`config.mk`:
```
export PLATFORM = sky130hd
export DESIGN_NAME = spi_status_ctrl
export DESIGN_NICKNAME = d
export VERILOG_FILES = /design/src/rtl/spi_stat_pkg.sv /design/src/rtl/spi_pin_sync.sv /design/src/rtl/spi_byte_shifter.sv /design/src/rtl/spi_lock_decode.sv /design/src/rtl/spi_status_ctrl.sv
export SDC_FILE = /design/constraint.sdc
export NUM_CORES = 1
export LEC_CHECK = 0
export BUFFER_PORTS_ARGS = -buffer_cell sky130_fd_sc_hd__buf_2
export CAP_MARGIN = 10
export CELL_PAD_IN_SITES_DETAIL_PLACEMENT = 1
export CELL_PAD_IN_SITES_GLOBAL_PLACEMENT = 1
export CORE_MARGIN = 4
export CORE_UTILIZATION = 25
export CTS_CLUSTER_SIZE = 14
export DETAILED_ROUTE_END_ITERATION = 8
export PLACE_DENSITY_LB_ADDON = 0.08
export SLEW_MARGIN = 15
export SYNTH_ARGS = -nofsm -noshare
export SYNTH_HDL_FRONTEND = slang
export SYNTH_HIERARCHICAL = 1
export SYNTH_SLANG_ARGS = --single-unit
```
`constraint.sdc`:
```
create_clock -name clk -period 2.3 [get_ports clk]
set_input_delay 0.115 -clock clk [delete_from_list [all_inputs] [get_ports clk]]
set_output_delay 0.115 -clock clk [all_outputs]
set_load 0.05 [all_outputs]
```
`src/rtl/spi_stat_pkg.sv`:
```
// Package: shared constants and the idle status byte layout for the
// SPI status / write-protect controller.
package spi_stat_pkg;

    localparam int BYTE_W = 8;
    localparam logic [BYTE_W-1:0] MFR_CODE = 8'h1F;

    // Assemble the idle status byte; busy overrides to all ones elsewhere.
    function automatic logic [BYTE_W-1:0] idle_status(
        input logic       pen,
        input logic [1:0] lvl,
        input logic       wel
    );
        return {pen, 3'b000, lvl, wel, 1'b0};
    endfunction

endpackage

```
`src/rtl/spi_pin_sync.sv`:
```
// Module: two-flop synchroniser for a group of asynchronous pins.
// Assumes: every pin is independent; RST gives each pin's reset level.
module spi_pin_sync #(
    parameter int             W   = 4,
    parameter logic [W-1:0]   RST = '0
) (
    input  logic         clk,
    input  logic         rst_n,
    input  logic [W-1:0] raw,
    output logic [W-1:0] sync
);
    for (genvar g = 0; g < W; g++) begin : g_bit
        logic meta;
        // Two register stages per pin to settle metastability.
        always_ff @(posedge clk) begin
            if (!rst_n) begin
                meta    <= RST[g];
                sync[g] <= RST[g];
            end else begin
                meta    <= raw[g];
                sync[g] <= meta;
            end
        end
    end
endmodule

```
`src/rtl/spi_byte_shifter.sv`:
```
// Module: SPI mode 0 byte engine. It captures on rising SCK, shifts out on
// falling SCK (MSB first), pulses byte_done after each 8th bit and tracks
// the byte index inside the frame.
// Assumes: inputs are already synchronised; SCK is slow against clk.
module spi_byte_shifter
    import spi_stat_pkg::*;
(
    input  logic              clk,
    input  logic              rst_n,
    input  logic              sck,
    input  logic              cs_n,
    input  logic              mosi,
    input  logic              tx_load,
    input  logic [BYTE_W-1:0] tx_data,
    output logic              byte_done,
    output logic [BYTE_W-1:0] rx_byte,
    output logic [1:0]        byte_idx,
    output logic              on_boundary,
    output logic              cs_rise,
    output logic              miso
);
    localparam int BIT_W = $clog2(BYTE_W);

    logic              sck_q, cs_q;
    logic [BIT_W-1:0]  bit_cnt;
    logic [BYTE_W-1:0] tx_sh;
    logic              sck_rise, sck_fall;

    assign sck_rise    = sck & ~sck_q & ~cs_n;
    assign sck_fall    = ~sck & sck_q & ~cs_n;
    assign cs_rise     = cs_n & ~cs_q;
    assign on_boundary = (bit_cnt == '0);
    assign miso        = tx_sh[BYTE_W-1];

    // Edge history of SCK and chip select.
    always_ff @(posedge clk) begin
        if (!rst_n) begin
            sck_q <= 1'b0;
            cs_q  <= 1'b1;
        end else begin
            sck_q <= sck;
            cs_q  <= cs_n;
        end
    end

    // Receive shift, bit counter, byte strobe and byte index.
    always_ff @(posedge clk) begin
        if (!rst_n) begin
            rx_byte   <= '0;
            bit_cnt   <= '0;
            byte_done <= 1'b0;
            byte_idx  <= '0;
        end else begin
            byte_done <= 1'b0;
            if (cs_n) begin
                bit_cnt  <= '0;
                byte_idx <= '0;
            end else begin
                if (sck_rise) begin
                    rx_byte <= {rx_byte[BYTE_W-2:0], mosi};
                    bit_cnt <= bit_cnt + 1'b1;
                    if (bit_cnt == BIT_W'(BYTE_W-1))
                        byte_done <= 1'b1;
                end
                if (byte_done && byte_idx != 2'd3)
                    byte_idx <= byte_idx + 1'b1;
            end
        end
    end

    // Transmit register: load at byte end, shift on falls inside a byte.
    always_ff @(posedge clk) begin
        if (!rst_n) begin
            tx_sh <= '0;
        end else if (cs_n) begin
            tx_sh <= '0;
        end else if (tx_load) begin
            tx_sh <= tx_data;
        end else if (sck_fall && bit_cnt != '0) begin
            tx_sh <= {tx_sh[BYTE_W-2:0], 1'b0};
        end
    end
endmodule

```
`src/rtl/spi_lock_decode.sv`:
```
// Module: maps the two-bit protect level and an address to a lock flag.
// Assumes: the array is four equal sectors addressed by the top two bits.
module spi_lock_decode #(
    parameter int ADDR_W = 17
) (
    input  logic [1:0]        level,
    input  logic [ADDR_W-1:0] addr,
    output logic              locked
);
    logic [1:0] sector;
    assign sector = addr[ADDR_W-1 -: 2];

    // Compare the addressed sector with the protected range of the level.
    always_comb begin
        unique case (level)
            2'd0:    locked = 1'b0;
            2'd1:    locked = (sector == 2'd3);
            2'd2:    locked = sector[1];
            default: locked = 1'b1;
        endcase
    end
endmodule

```
`src/rtl/spi_status_ctrl.sv`:
```
// Module: top of the SPI status / write-protect controller. It decodes the
// instructions, keeps the write-enable latch and protect state, times the
// internal write cycle and answers array write-permission queries.
// Assumes: SPI mode 0, SCK at most clk/8, instructions run at CS release.
module spi_status_ctrl
    import spi_stat_pkg::*;
#(
    parameter int          ADDR_W    = 17,
    parameter int          WR_CYCLES = 1000,
    parameter logic [7:0]  OP_WREN   = 8'h06,
    parameter logic [7:0]  OP_RDSR   = 8'h05,
    parameter logic [7:0]  OP_WRSR   = 8'h01,
    parameter logic [7:0]  OP_RDID   = 8'h15,
    parameter logic [7:0]  DEV_CODE  = 8'h60
) (
    input  logic              clk,
    input  logic              rst_n,
    input  logic              spi_sck,
    input  logic              spi_cs_n,
    input  logic              spi_mosi,
    output logic              spi_miso,
    input  logic              wp_n,
    input  logic [ADDR_W-1:0] arr_addr,
    output logic              arr_write_ok
);
    localparam int CNT_W = $clog2(WR_CYCLES + 1);

    logic [3:0]        pins_s;
    logic              sck_s, cs_s, mosi_s, wp_s;
    logic              byte_done, on_boundary, cs_rise, locked;
    logic [BYTE_W-1:0] rx_byte, tx_data, status_byte, op_now;
    logic [BYTE_W-1:0] opcode_q, wr_data_q;
    logic [1:0]        byte_idx, level;
    logic              wel, pen, busy, hw_prot, exec;
    logic [CNT_W-1:0]  wr_cnt;

    spi_pin_sync #(.W(4), .RST(4'b1100)) u_sync (
        .clk(clk), .rst_n(rst_n),
        .raw({wp_n, spi_cs_n, spi_sck, spi_mosi}),
        .sync(pins_s)
    );
    assign {wp_s, cs_s, sck_s, mosi_s} = pins_s;

    spi_byte_shifter u_shift (
        .clk(clk), .rst_n(rst_n),
        .sck(sck_s), .cs_n(cs_s), .mosi(mosi_s),
        .tx_load(byte_done), .tx_data(tx_data),
        .byte_done(byte_done), .rx_byte(rx_byte), .byte_idx(byte_idx),
        .on_boundary(on_boundary), .cs_rise(cs_rise), .miso(spi_miso)
    );

    spi_lock_decode #(.ADDR_W(ADDR_W)) u_lock (
        .level(level), .addr(arr_addr), .locked(locked)
    );
    assign arr_write_ok = ~locked;

    assign busy        = (wr_cnt != '0);
    assign hw_prot     = ~wp_s & pen;
    assign status_byte = busy ? '1 : idle_status(pen, level, wel);
    assign op_now      = (byte_idx == 2'd0) ? rx_byte : opcode_q;
    assign exec        = cs_rise & on_boundary & ~busy & (byte_idx != 2'd0);

    // Choose the next byte to shift out from the current instruction.
    always_comb begin
        tx_data = '0;
        if (op_now == OP_RDSR)
            tx_data = status_byte;
        else if (op_now == OP_RDID && !busy) begin
            if (byte_idx == 2'd0)      tx_data = MFR_CODE;
            else if (byte_idx == 2'd1) tx_data = DEV_CODE;
        end
    end

    // Capture the opcode and the first data byte of the frame.
    always_ff @(posedge clk) begin
        if (!rst_n) begin
            opcode_q  <= '0;
            wr_data_q <= '0;
        end else if (byte_done) begin
            if (byte_idx == 2'd0) opcode_q  <= rx_byte;
            if (byte_idx == 2'd1) wr_data_q <= rx_byte;
        end
    end

    // Protect state, write-enable latch and self-timed write counter.
    always_ff @(posedge clk) begin
        if (!rst_n) begin
            wel    <= 1'b0;
            level  <= '0;
            pen    <= 1'b0;
            wr_cnt <= '0;
        end else if (busy) begin
            wr_cnt <= wr_cnt - 1'b1;
            if (wr_cnt == CNT_W'(1))
                wel <= 1'b0;
        end else if (exec) begin
            if (opcode_q == OP_WREN)
                wel <= 1'b1;
            else if (opcode_q == OP_WRSR && byte_idx >= 2'd2 && wel && !hw_prot) begin
                level  <= wr_data_q[3:2];
                pen    <= wr_data_q[7];
                wr_cnt <= CNT_W'(WR_CYCLES);
            end
        end
    end

    // the latch is already clear in the cycle busy drops.
    assert_wel_clear_at_end_R8: assert property (@(posedge clk) disable iff (!rst_n)
        $fell(busy) |-> !wel);

    // a write cycle only ever starts from a set latch.
    assert_start_needs_wel_R4: assert property (@(posedge clk) disable iff (!rst_n)
        $rose(busy) |-> $past(wel));

    // protect state is frozen for the whole write cycle.
    assert_state_frozen_busy_R7: assert property (@(posedge clk) disable iff (!rst_n)
        busy |=> $stable({level, pen}));

    // a release under hardware protection never starts a write cycle.
    assert_hw_refuse_R5: assert property (@(posedge clk) disable iff (!rst_n)
        (cs_rise && hw_prot && !busy) |=> (!busy && $stable({level, pen})));

    // the top level denies every array write.
    assert_all_locked_R10: assert property (@(posedge clk) disable iff (!rst_n)
        (level == 2'd3) |-> !arr_write_ok);

    // busy never stays on without the counter moving down.
    assert_count_down_R6: assert property (@(posedge clk) disable iff (!rst_n)
        ($past(busy) && busy) |-> (wr_cnt < $past(wr_cnt)));
endmodule

```
# --- After elaboration in Yosys (flattened, before gate mapping) ---
# Index checks and enable logic that the tools add are counted.
classes:
  n_eq_ne: 13
  n_addsub: 3
  order_cmp: 1
  bitwise_logic: 19
  muxes: 18
  n_reduce_logical: 25
ops:
  columns: ["cell", "count"]
  rows:
  - ["10-bit 2-to-1 mux", 4]
  - ["8-bit 2-to-1 mux", 5]
  - ["7-bit 2-to-1 mux", 3]
  - ["8-bit by 3-bit == test with 1-bit output (second input constant)", 2]
  - ["10-bit by 1-bit == test with 1-bit output (second input constant)", 1]
  - ["1-bit inverter", 10]
  - ["10-bit nonzero test", 1]
  - ["2-bit nonzero test", 5]
  - ["10-bit by 1-bit subtractor with 10-bit output (second input constant)", 1]
  - ["1-bit AND", 9]
  - ["8-bit by 1-bit == test with 1-bit output (second input constant)", 1]
  - ["8-bit by 5-bit == test with 1-bit output (second input constant)", 1]
  - ["1-bit logical AND", 6]
  - ["3-bit AND reduction", 2]
  - ["1-bit 2-to-1 mux", 5]
  - ["2-bit by 1-bit == test with 1-bit output (second input constant)", 2]
  - ["2-bit == test (second input constant)", 2]
  - ["2-bit logical NOT", 2]
  - ["2-bit inequality test (second input constant)", 2]
  - ["2-bit AND reduction", 2]
  - ["4-bit AND reduction", 1]
  - ["3-bit by 1-bit adder with 3-bit output (second input constant)", 1]
  - ["3-bit == test (second input constant)", 1]
  - ["3-bit logical NOT", 1]
  - ["other kinds (8)", 9]
word_totals:
  wordCells: 100
  in_bits: 23
  regBits: 62
  output_inout_bits: 2

# --- Depth between registers and ports, before layout ---
logic_depth:
  ltp_word: 8
  ltp_mapped: 9
  ltp_nobuf: 8

# --- By module ---
# The synthesis kept the hierarchy.
by_module_without_submodules:
  columns: ["module", "instances", "seq_area_each_um2", "cells_per_inst", "area_per_inst_um2"]
  rows:
  - ["spi_status_ctrl", 1, 500.5, 166, 1371.3]
  - ["spi_byte_shifter", 1, 480.5, 105, 1126.1]
  - ["spi_pin_sync", 1, 160.2, 16, 210.2]
  - ["spi_lock_decode", 1, 0.0, 3, 13.8]

# --- Worst setup path before layout ---
# Ideal clock, no wire load.
synth_path:
  path_type: "register to register"
  start: "register wr_cnt[0]"
  end: "register u_shift.tx_sh[5]"
  synth_period_minus_slack_ns: 1.944
  t_arrival_ns: 1.857
  path_slack_ns: 0.356
  t_required_ns: 2.214
  n_path_buf: 0
  path_stages_with_launch: 9
  setup_time_ns: 0.086
  path_cell_list: "dfxtp_1 > inv_1 > ha_1 > nor3b_2 > and3_1 > mux2_2 > nor2_1 > inv_1 > a221oi_2"
synth_between:
  elab_chain_cells: 6
  elab_cells_between_ends: 7
  cone_classes: "4 x mux; 3 x reduce/logical"
synth_rtl:
  columns: ["item", "line", "text"]
  rows:
  - ["start: declaration", "spi_status_ctrl.sv:35", "logic [CNT_W-1:0] wr_cnt;"]
  - ["start signal: assignment", "spi_status_ctrl.sv:93", "wr_cnt <= wr_cnt - 1'b1;"]
  - ["start signal: assignment", "spi_status_ctrl.sv:102", "wr_cnt <= CNT_W'(WR_CYCLES);"]
  - ["10-bit nonzero test *", "spi_status_ctrl.sv:57", "assign busy = (wr_cnt != '0);"]
  - ["1-bit logical NOT", "spi_status_ctrl.sv:68", "else if (op_now == OP_RDID && !busy) begin"]
  - ["1-bit logical AND", "spi_status_ctrl.sv:68", null]
  - ["7-bit 2-to-1 mux", "spi_status_ctrl.sv:68", null]
  - ["8-bit 2-to-1 mux *", "spi_status_ctrl.sv:66", "if (op_now == OP_RDSR)"]
  - ["via tx_data[5]", "spi_status_ctrl.sv:31", "logic [BYTE_W-1:0] rx_byte, tx_data, status_byte, op_now;"]
  - ["8-bit 2-to-1 mux *", "spi_byte_shifter.sv:77", "end else if (tx_load) begin"]
  - ["end signal: assignment", "spi_byte_shifter.sv:78", "tx_sh <= tx_data;"]
  - ["end signal: assignment", "spi_byte_shifter.sv:80", "tx_sh <= {tx_sh[BYTE_W-2:0], 1'b0};"]
  - ["end: declaration", "spi_byte_shifter.sv:26", "logic [BYTE_W-1:0] tx_sh;"]
# Mark *: on every way through the listed nets, which the timed path passes. The rest lies on a longest branch.
# A chain may end at the register's enable or synchronous reset.

# --- Final worst setup path ---
layout_path:
  start: "register wr_cnt[0]"
  end: "register u_shift.tx_sh[6]"
layout_between:
  elab_chain_cells: 6
  elab_cells_between_ends: 7
  cone_classes: "4 x mux; 3 x reduce/logical"
layout_rtl:
  columns: ["item", "line"]
  rows:
  - ["10-bit nonzero test *", "spi_status_ctrl.sv:57"]
  - ["1-bit logical NOT", "spi_status_ctrl.sv:68"]
  - ["1-bit logical AND", "spi_status_ctrl.sv:68"]
  - ["7-bit 2-to-1 mux", "spi_status_ctrl.sv:68"]
  - ["8-bit 2-to-1 mux *", "spi_status_ctrl.sv:66"]
  - ["8-bit 2-to-1 mux *", "spi_byte_shifter.sv:77"]
# Every way passes the cells marked *; elsewhere a longest branch is shown, timed or not.

==> impl_metrics.json <==
{
  "finalSetupViolations": 0,
  "cp_cell_sequence": "inv_1 -> ha_1 -> nor3b_4 -> and3_1 -> mux2_2 -> nor2_1 -> inv_1 -> a221oi_2",
  "insertion_delay_ps": 330,
  "path_common_cell": "inv_1",
  "mostFrequentLayoutCells": "dfxtp_1 (57), nand2_1 (29), a21oi_1 (21), inv_1 (14)",
  "yosys-top-cells-area": "dfxtp_1 (42%), mux2i_1 (4.4%), nand2_1 (4.0%)",
  "final_max_slew_viol_count": 0,
  "busiest_layer": "met2",
  "viasPerCell": 4.66,
  "synthAdderAreaFrac_pct": 2.76,
  "utilization_pct": 30.5,
  "crit_type": "reg2reg",
  "use_met2_pct": 17.7,
  "yosys-mux-area-fraction_pct": 4.83,
  "placed_area_sq_mm": 0.00294,
  "end_kind": "register",
  "status": "completed",
  "synth_nets": 319,
  "hold_violations": 0,
  "arrival_ps": 2400,
  "die_x_um": 112,
  "ctsRootBufferMaster": "clkbuf_8",
  "synth_edf_count": 0,
  "cts_tree": "built",
  "clk_pin_slew_worst_paths_ps": 70,
  "antenna_found_initial": 0,
  "grt_max_degree": 23,
  "synth_warnings": 6,
  "portBuffers": 9,
  "startpoint_type": "register",
  "power.total_w": 0.00292,
  "tightestPinTransition_ps": 797,
  "critPathMaxFanout": 5,
  "mostFrequentLayoutCell": "dfxtp_1",
  "synth_top_flop_cell": "dfxtp_1",
  "drcViolationCount": 0,
  "synth.distinct_cells": 53,
  "synth_cells": 290,
  "wirelength_um": 6730,
  "dp_hpwl_um": 4810,
  "avgSynthCellArea_sq_um": 9.38,
  "p_per_area_mw_per_mm2": 916,
  "drive_gt1_share_pct": 19.6,
  "drtIter0Drc": 77,
  "die-area_sq_mm": 0.0126,
  "gp_congestion": 0.706,
  "worst_ep_required_time_ps": 2540,
  "synth-xor-area-share_pct": 1.61,
  "num_io_pins": 25,
  "dr.pass1.iters": 4,
  "ir_worst_vdd_mv": 0.298,
  "grt_pass1_vias": 2156,
  "syn_to_final_growth_pct": 17.2,
  "dr_total_vias": 2108,
  "period_share_pct": 93.8,
  "ys_ff_latch": 57,
  "grt_use_total_pct": 11.5,
  "finalNetCount": 340,
  "netlist_area_sq_mm": 0.00272,
  "maxCapViolCount": 0,
  "setup_tns_ps": 0,
  "synthArstFlopShare_pct": 0,
  "leakagePower_nw": 1.08,
  "hp-class": "in2reg",
  "cts.sinks": 57,
  "fin_crit_ps": 2160,
  "coreArea_sq_mm": 0.0105,
  "dieHeight_um": 112,
  "cts_buffers": 9,
  "fmax_mhz": 464,
  "diodes": 0,
  "wl_per_cell_um": 14.9,
  "final_cell_area_sq_mm": 0.00319,
  "htree_num_levels": 3,
  "slew_headroom_pct": 46.8,
  "netlist.area_leader.share_pct": 41.9,
  "critPathSlowestCell": "dfxtp_1",
  "fillers": 1236,
  "start_util_pct": 26.0,
  "slowest_delay_ps": 350,
  "ant_nets": 0,
  "synth_top_family_by_area": "simple AND/OR/NAND/NOR gates",
  "grtUsageMet1_pct": 15.9,
  "synth_simple_gate_area_share_pct": 25.9,
  "grt-ovfl-total": 0,
  "fin_skew_ps": 7.19,
  "grt_pass1_wl_um": 11500,
  "synth_top_area_cell": "dfxtp_1",
  "grtUsageMet3_pct": 3.56,
  "post-cts-setup-buffers": 0,
  "rsz0062_at_grt": "no",
  "synth_compound_gate_area_share_pct": 18.4,
  "rows": 37,
  "cts_buffer_depth": 2,
  "ys_seq_area_share_pct": 41.9
}
[timing repair]
item                                   CTS  global route
endpoints found under the hold margin    4             0
setup endpoints to repair                0             2
gates resized for setup                  0             1
hold buffers                             4             0
[Yosys cell counts (4+ instances only)]
library cell,number
a21oi_1,21
a221oi_2,7
a31oi_1,9
and2_1,9
clkbuf_1,6
dfxtp_1,57
ha_1,6
inv_1,14
mux2i_1,12
nand2_1,29
nand2b_1,8
nand3_1,11
nand4_1,5
nor2_1,13
nor2b_1,13
o21ai_2,8
o31a_1,4
o31ai_1,5
xnor2_1,5
[cell type report]
class	count	area (sq um)	share of cell area [%]
clock inverter	4	51.3	1.61
inverter	15	58.8	1.84
sequential	57	1140	35.8
tap	136	170	5.33
timing repair buffer	22	153	4.78
clock buffer	12	155	4.86
multi-input combinational	206	1460	45.8
[through the flow]
step / instances / hold slack, ps / setup slack, ps
floorplan: 290 / 188 / 356
global placement: 432 / 297 / 182
detailed placement: 432 / 301 / 116
CTS: 452 / 0.188 / 80.6
global route: 452 / 4.93 / 50.4
finish: 452 / 25.1 / 144
[power by group]
| group | switching [W] | internal [W] |
|---|---|---|
| Combinational | 0.000444 | 0.000348 |
| Clock | 0.000405 | 0.000560 |
| Sequential | 0.000102 | 0.00107 |
| Total | 0.000951 | 0.00197 |
[per-layer routing]
metal  up-vias  routed length [um]
met5         -                   0
met4         0                  56
met3         4                 211
met2        23                2990
met1      1002                3470
li1       1079                   -
[worst paths after layout]
kind	endpoint	from	cells past startpoint	slack, ps
worst max-delay path	u_shift/tx_sh[6]$_SDFFE_PP0P_	wr_cnt[0]$_SDFFE_PN0P_	8	140
worst min-delay path	u_sync/sync[2]$_SDFF_PN1_	rst_n	2	30
worst max register to register	u_shift/tx_sh[6]$_SDFFE_PP0P_	wr_cnt[0]$_SDFFE_PN0P_	8	140
worst min register to register	u_sync/sync[3]$_SDFF_PN1_	u_sync/g_bit[3].meta$_SDFF_PN1_	1	410
[worst max-delay path: cells and delay by family, from the launching register on]
kind	cells	cell delay, ps
adders and majority gates	1	220
AOI/OAI and AO/OA	1	250
buffers and inverters	2	170
and+or+nand+nor	3	750
muxes	1	340
DFF	1	350
[registers in the layout (all words and copies together), names as in the netlist]
register           flops
level                  2
opcode_q               8
pen                    1
u_shift/bit_cnt        3
u_shift/byte_done      1
u_shift/byte_idx       2
u_shift/cs_q           1
u_shift/rx_byte        8
u_shift/sck_q          1
u_shift/tx_sh          8
u_sync/g_bit.meta      4
u_sync/sync            4
wel                    1
wr_cnt                10
wr_data_q              3
[kinds of logic after synthesis]
kind of cell    count (synthesis)
fa+ha+maj                       6
compound gates                 66
buf+inv                        27
simple gates                  116
flops                          57
xor+xnor                        5
mux                            13
Power figures use the tool's default switching activity.
